File: src/rtl/wkt_pkg.sv
package wkt_pkg;
  localparam int ADDR_W = 2;

  typedef enum logic [ADDR_W-1:0] {
    A_LOAD  = 2'd0,
    A_COUNT = 2'd1,
    A_SETUP = 2'd2,
    A_FLAG  = 2'd3
  } wkt_addr_e;

  localparam int SETUP_COARSE = 0;
  localparam int SETUP_IEN    = 1;
  localparam int SETUP_FREEZE = 2;
  localparam int SETUP_W      = 3;

  typedef struct packed {
    logic freeze;
    logic ien;
    logic coarse;
  } wkt_setup_t;
endpackage

File: src/rtl/wkt_regs.sv
module wkt_regs
  import wkt_pkg::*;
#(
  parameter int DATA_W = 16,
  parameter int CNT_W  = 16
) (
  input  logic              clk,
  input  logic              rst_n,
  input  logic              we,
  input  logic [ADDR_W-1:0] addr,
  input  logic [DATA_W-1:0] wdata,
  input  logic [CNT_W-1:0]  count_q,
  input  logic              flag_q,
  output wkt_setup_t        setup_q,
  output logic              load_wr,
  output logic [CNT_W-1:0]  load_val,
  output logic              flag_clr,
  output logic [DATA_W-1:0] rdata
);
  logic [CNT_W-1:0] load_q;

  assign load_wr  = we && (addr == A_LOAD);
  assign load_val = wdata[CNT_W-1:0];
  assign flag_clr = we && (addr == A_FLAG) && wdata[0];

  always_ff @(posedge clk or negedge rst_n) begin
    if (!rst_n) begin
      load_q  <= '0;
      setup_q <= '0;
    end else if (we) begin
      case (addr)
        A_LOAD:  load_q  <= load_val;
        A_SETUP: setup_q <= wdata[SETUP_W-1:0];
        default: ;
      endcase
    end
  end

  always_comb begin
    rdata = '0;
    case (addr)
      A_LOAD:  rdata[CNT_W-1:0]   = load_q;
      A_COUNT: rdata[CNT_W-1:0]   = count_q;
      A_SETUP: rdata[SETUP_W-1:0] = setup_q;
      A_FLAG:  rdata[0]           = flag_q;
      default: rdata = '0;
    endcase
  end
endmodule

File: src/rtl/wkt_prescaler.sv
module wkt_prescaler #(
  parameter int PRE_W = 12
) (
  input  logic             clk,
  input  logic             rst_n,
  input  logic             restart,
  input  logic             enable,
  output logic             tick,
  output logic [PRE_W-1:0] value
);
  localparam logic [PRE_W-1:0] LAST = {PRE_W{1'b1}};

  assign tick = enable && (value == LAST);

  always_ff @(posedge clk or negedge rst_n) begin
    if (!rst_n)       value <= '0;
    else if (restart) value <= '0;
    else if (enable)  value <= value + 1'b1;
  end
endmodule

File: src/rtl/wkt_counter.sv
module wkt_counter #(
  parameter int CNT_W = 16
) (
  input  logic             clk,
  input  logic             rst_n,
  input  logic             load,
  input  logic [CNT_W-1:0] load_val,
  input  logic             step,
  output logic [CNT_W-1:0] count_q,
  output logic             live,
  output logic             expire
);
  localparam logic [CNT_W-1:0] ONE = CNT_W'(1);

  assign live   = (count_q != '0);
  assign expire = step && (count_q == ONE);

  always_ff @(posedge clk or negedge rst_n) begin
    if (!rst_n)             count_q <= '0;
    else if (load)          count_q <= load_val;
    else if (step && live)  count_q <= count_q - ONE;
  end
endmodule

File: src/rtl/wkt_timer.sv
module wkt_timer
  import wkt_pkg::*;
#(
  parameter int DATA_W = 16,
  parameter int CNT_W  = 16,
  parameter int PRE_W  = 12
) (
  input  logic              clk,
  input  logic              rst_n,
  input  logic              freeze_in,
  input  logic              reg_we,
  input  logic [ADDR_W-1:0] reg_addr,
  input  logic [DATA_W-1:0] reg_wdata,
  output logic [DATA_W-1:0] reg_rdata,
  output logic              irq
);
  wkt_setup_t       setup_q;
  logic             load_wr;
  logic [CNT_W-1:0] load_val;
  logic             flag_clr;
  logic             flag_q;
  logic [CNT_W-1:0] count_q;
  logic             live;
  logic             expire;
  logic             frozen;
  logic             pre_en;
  logic             pre_tick;
  logic [PRE_W-1:0] pre_val;
  logic             step;

  wkt_regs #(.DATA_W(DATA_W), .CNT_W(CNT_W)) u_regs (
    .clk(clk), .rst_n(rst_n), .we(reg_we), .addr(reg_addr), .wdata(reg_wdata),
    .count_q(count_q), .flag_q(flag_q), .setup_q(setup_q), .load_wr(load_wr),
    .load_val(load_val), .flag_clr(flag_clr), .rdata(reg_rdata)
  );

  assign frozen = freeze_in || setup_q.freeze;
  assign pre_en = setup_q.coarse && !frozen && live;
  assign step   = !frozen && live && (setup_q.coarse ? pre_tick : 1'b1);

  wkt_prescaler #(.PRE_W(PRE_W)) u_pre (
    .clk(clk), .rst_n(rst_n), .restart(load_wr), .enable(pre_en),
    .tick(pre_tick), .value(pre_val)
  );

  wkt_counter #(.CNT_W(CNT_W)) u_cnt (
    .clk(clk), .rst_n(rst_n), .load(load_wr), .load_val(load_val),
    .step(step), .count_q(count_q), .live(live), .expire(expire)
  );

  always_ff @(posedge clk or negedge rst_n) begin
    if (!rst_n)        flag_q <= 1'b0;
    else if (expire)   flag_q <= 1'b1;
    else if (flag_clr) flag_q <= 1'b0;
  end

  assign irq = flag_q && setup_q.ien;
endmodule

File: config.mk
export PLATFORM = sky130hd
export DESIGN_NAME = wkt_timer
export DESIGN_NICKNAME = d
export VERILOG_FILES = /design/src/rtl/wkt_pkg.sv /design/src/rtl/wkt_regs.sv /design/src/rtl/wkt_prescaler.sv /design/src/rtl/wkt_counter.sv /design/src/rtl/wkt_timer.sv
export SDC_FILE = /design/constraint.sdc
export NUM_CORES = 1
export LEC_CHECK = 0
export ABC_CLOCK_PERIOD_IN_PS = 4210
export BUFFER_PORTS_ARGS = -buffer_cell sky130_fd_sc_hd__clkbuf_2
export CAP_MARGIN = 0
export CORE_MARGIN = 3
export CORE_UTILIZATION = 29
export CTS_BUF_LIST = sky130_fd_sc_hd__clkbuf_4 sky130_fd_sc_hd__clkbuf_8
export DETAILED_ROUTE_END_ITERATION = 12
export MAX_ROUTING_LAYER = met4
export PLACE_DENSITY = 0.54
export SETUP_SLACK_MARGIN = 0.3
export SLEW_MARGIN = 5
export SYNTH_ARGS = -nofsm -noshare
export SYNTH_HDL_FRONTEND = slang
export SYNTH_SLANG_ARGS = --single-unit
File: constraint.sdc
create_clock -name clk -period 4.21 [get_ports clk]
set_input_delay 0.842 -clock clk [delete_from_list [all_inputs] [get_ports clk]]
set_output_delay 0.842 -clock clk [all_outputs]
set_load 0.01 [all_outputs]
==> results.json <==
{
  "fin_crit_ps": 2800,
  "async_flop_share_pct": 100,
  "io_buffer_count": 38,
  "diodes": 0,
  "critical_path_class": "in -> out",
  "hp-class": "reg -> reg",
  "tightest_slew_ps": 985,
  "start_util_pct": 30.3,
  "coreArea_mm2": 0.00885,
  "cts_made_buffers": 5,
  "tns_ps": 0,
  "ant_nets": 0,
  "fin_crit_sh_pct": 66.5,
  "cts-root-buf": "clkbuf_8",
  "synth_top_family_by_area": "simple AND/OR/NAND/NOR gates",
  "yosysWarnings": 0,
  "synth_ff_type": "dfrtp_1",
  "ys_ff_latch": 48,
  "synth-compound-area-share_pct": 11.4,
  "cp_max_fo": 20,
  "grt_pass1_wl_mm": 11.3,
  "maxCapViolations": 0,
  "synthCells": 288,
  "clkSinkCount": 48,
  "die_area_mm2": 0.0104,
  "required_ps": 3370,
  "postCtsHoldBufs": 0,
  "yosys.area_share.simple_pct": 27.1,
  "rows": 34,
  "setup_viol": 0,
  "drive_above_1_share_pct": 19.4,
  "min_path_cells": 2,
  "drtIter0Drc": 82,
  "routabilityCongestion": 0.762,
  "drt_wl_total_mm": 6.66,
  "rsz0062_at_grt": "no",
  "cts_buffer_depth": 2,
  "clk_latency_ps": 300,
  "timing.slew.headroom_pct": 34.2,
  "wl_per_cell_um": 15.4,
  "cp.arrival_ps": 1960,
  "grt_max_degree": 30,
  "power_uw": 1290,
  "syn-num-nets": 314,
  "max_freq_ghz": 0.357,
  "synthAdderAreaFrac_pct": 1.87,
  "synthMuxAreaShare_pct": 8.50,
  "drc_errors": 0,
  "grt_usage_pct": 14.2,
  "via_per_inst": 5.18,
  "dp_hpwl_mm": 4.72,
  "htreeDepth": 2,
  "antenna_found_initial": 0,
  "chipHeight_um": 102,
  "synth-xor-area-share_pct": 3.27,
  "start_kind": "primary input",
  "finalMaxSlewViolations": 0,
  "end_kind": "primary output",
  "io_pins": 39,
  "yosysSeqAreaShare_pct": 44.8,
  "synth_edf_count": 0,
  "syn_area_mm2": 0.00268,
  "drtPass1Iterations": 4,
  "holdWs_ps": 480,
  "fin_area_mm2": 0.00306,
  "vias": 2239,
  "grt_pass1_vias": 2253,
  "place_area_mm2": 0.00296,
  "final_cells": 432,
  "p_per_area_mw_per_mm2": 423,
  "post_cts_resized": 0,
  "syn_to_final_growth_pct": 14.1,
  "path_clk_slew_ps": 90,
  "status": "completed",
  "fin_worst_skew_ps": 6.91,
  "die_x_um": 102,
  "synth_cell_types": 45,
  "dpl.cell_count": 424,
  "avgSynthCellArea_um2": 9.30,
  "postCtsSetupBuffers": 0,
  "static-leakage-power_uw": 0.00142,
  "globalRouteOverflowTotal": 0,
  "hold_viol": 0,
  "nets": 349,
  "rr_worst_depth": 5,
  "ir_drop_mv": 0.213,
  "cts_tree": "yes"
}
## cell usage in the layout, fill, tap and decap left out, drive strengths merged, types with 2 or more instances in the layout
cell | netlist | routed
nand2 | 63 | 63
dfrtp | 48 | 48
clkbuf | 10 | 46
nor2 | 30 | 30
mux2i | 16 | 16
nand3 | 15 | 15
o21ai | 14 | 14
xnor2 | 7 | 7
or3 | 7 | 7
o211ai | 7 | 7
or4b | 6 | 6
o311ai | 6 | 6
inv | 5 | 5
and2 | 5 | 5
a21oi | 5 | 5
or4 | 5 | 5
nand4 | 5 | 5
mux2 | 4 | 4
a2111oi | 4 | 4
ha | 4 | 4
nor4 | 3 | 3
xor2 | 3 | 3
and3 | 2 | 2
buf | 1 | 2
o2111ai | 2 | 2
## per-stage QoR
stage	utilization [%]	setup slack, ps
after floorplan	-	1440
after global placement	33.4	1410
after detailed placement	33.4	1380
after CTS	34.5	1410
after global routing	34.5	1210
final	34.5	1410
## worst paths after layout
path	start	endpoint	slack (ps)
max in group asynchronous	rst_n	u_pre.value[2]	2900
min in group asynchronous	rst_n	u_cnt.count_q[6]	530
min	u_regs.load_q[1]	u_regs.load_q[1]	480
max	reg_addr[1]	reg_rdata[0]	1410
min reg2reg	u_regs.load_q[1]	u_regs.load_q[1]	480
max reg2reg	u_cnt.count_q[4]	u_cnt.count_q[2]	1560
## Yosys cell counts (2+ instances only)
cell type | count | area (µm²)
o21ai_0 | 9 | 45.0
inv_1 | 5 | 18.8
mux2_2 | 4 | 45.0
o211ai_1 | 6 | 45.0
nor2_1 | 29 | 109
clkbuf_1 | 10 | 37.5
and3_1 | 2 | 12.5
nand2_1 | 63 | 236
nand4_1 | 4 | 25.0
xnor2_1 | 7 | 61.3
nor4_1 | 3 | 18.8
or3_1 | 6 | 37.5
nand3_1 | 14 | 70.1
dfrtp_1 | 48 | 1200
and2_1 | 5 | 31.3
or4_1 | 4 | 30.0
o311ai_1 | 5 | 43.8
a21oi_1 | 5 | 25.0
ha_1 | 4 | 50.1
xor2_1 | 3 | 26.3
a2111oi_0 | 4 | 35.0
o21ai_1 | 5 | 25.0
mux2i_1 | 16 | 160
or4b_1 | 6 | 60.1
## flip-flops by register name, indices dropped and copies added (netlist names)
signal	count
u_pre.value	12
u_cnt.count_q	16
u_regs.load_q	16
u_regs.setup_q	3
flag_q	1
## kinds of logic after synthesis
family / after synthesis
mux: 21
compound gates: 41
buf+inv: 17
fa+ha+maj: 4
simple gates: 147
flops: 48
xor+xnor: 10
## report_power, final
group          total [µW]  internal (µW)  switching (µW)
combinational         346            150             196
sequential            645            547            97.6
clock                 302            147             155
total                1290            845             448
## area by class of cell
type | instances | area, µm²
Inverter | 5 | 18.8
Clock buffer | 8 | 97.6
Sequential cell | 48 | 1200
Fill cell | 914 | 5790
Timing Repair Buffer | 40 | 205
Multi-Input combinational cell | 223 | 1400
Tap cell | 108 | 135
## routing by layer
layer	track usage [%]	vias to the layer above	part of all wire, %
li1	-	1102	-
met1	19.3	1094	49
met2	22.0	36	47
met3	2.25	7	2.8
met4	4.04	0	1.5
met5	-	-	0
## worst max-delay path: stages
cell	delay [ps]
clkbuf_2	400
mux4_2	560
clkbuf_2	150
No activity file was read; power rests on OpenSTA's default activity.
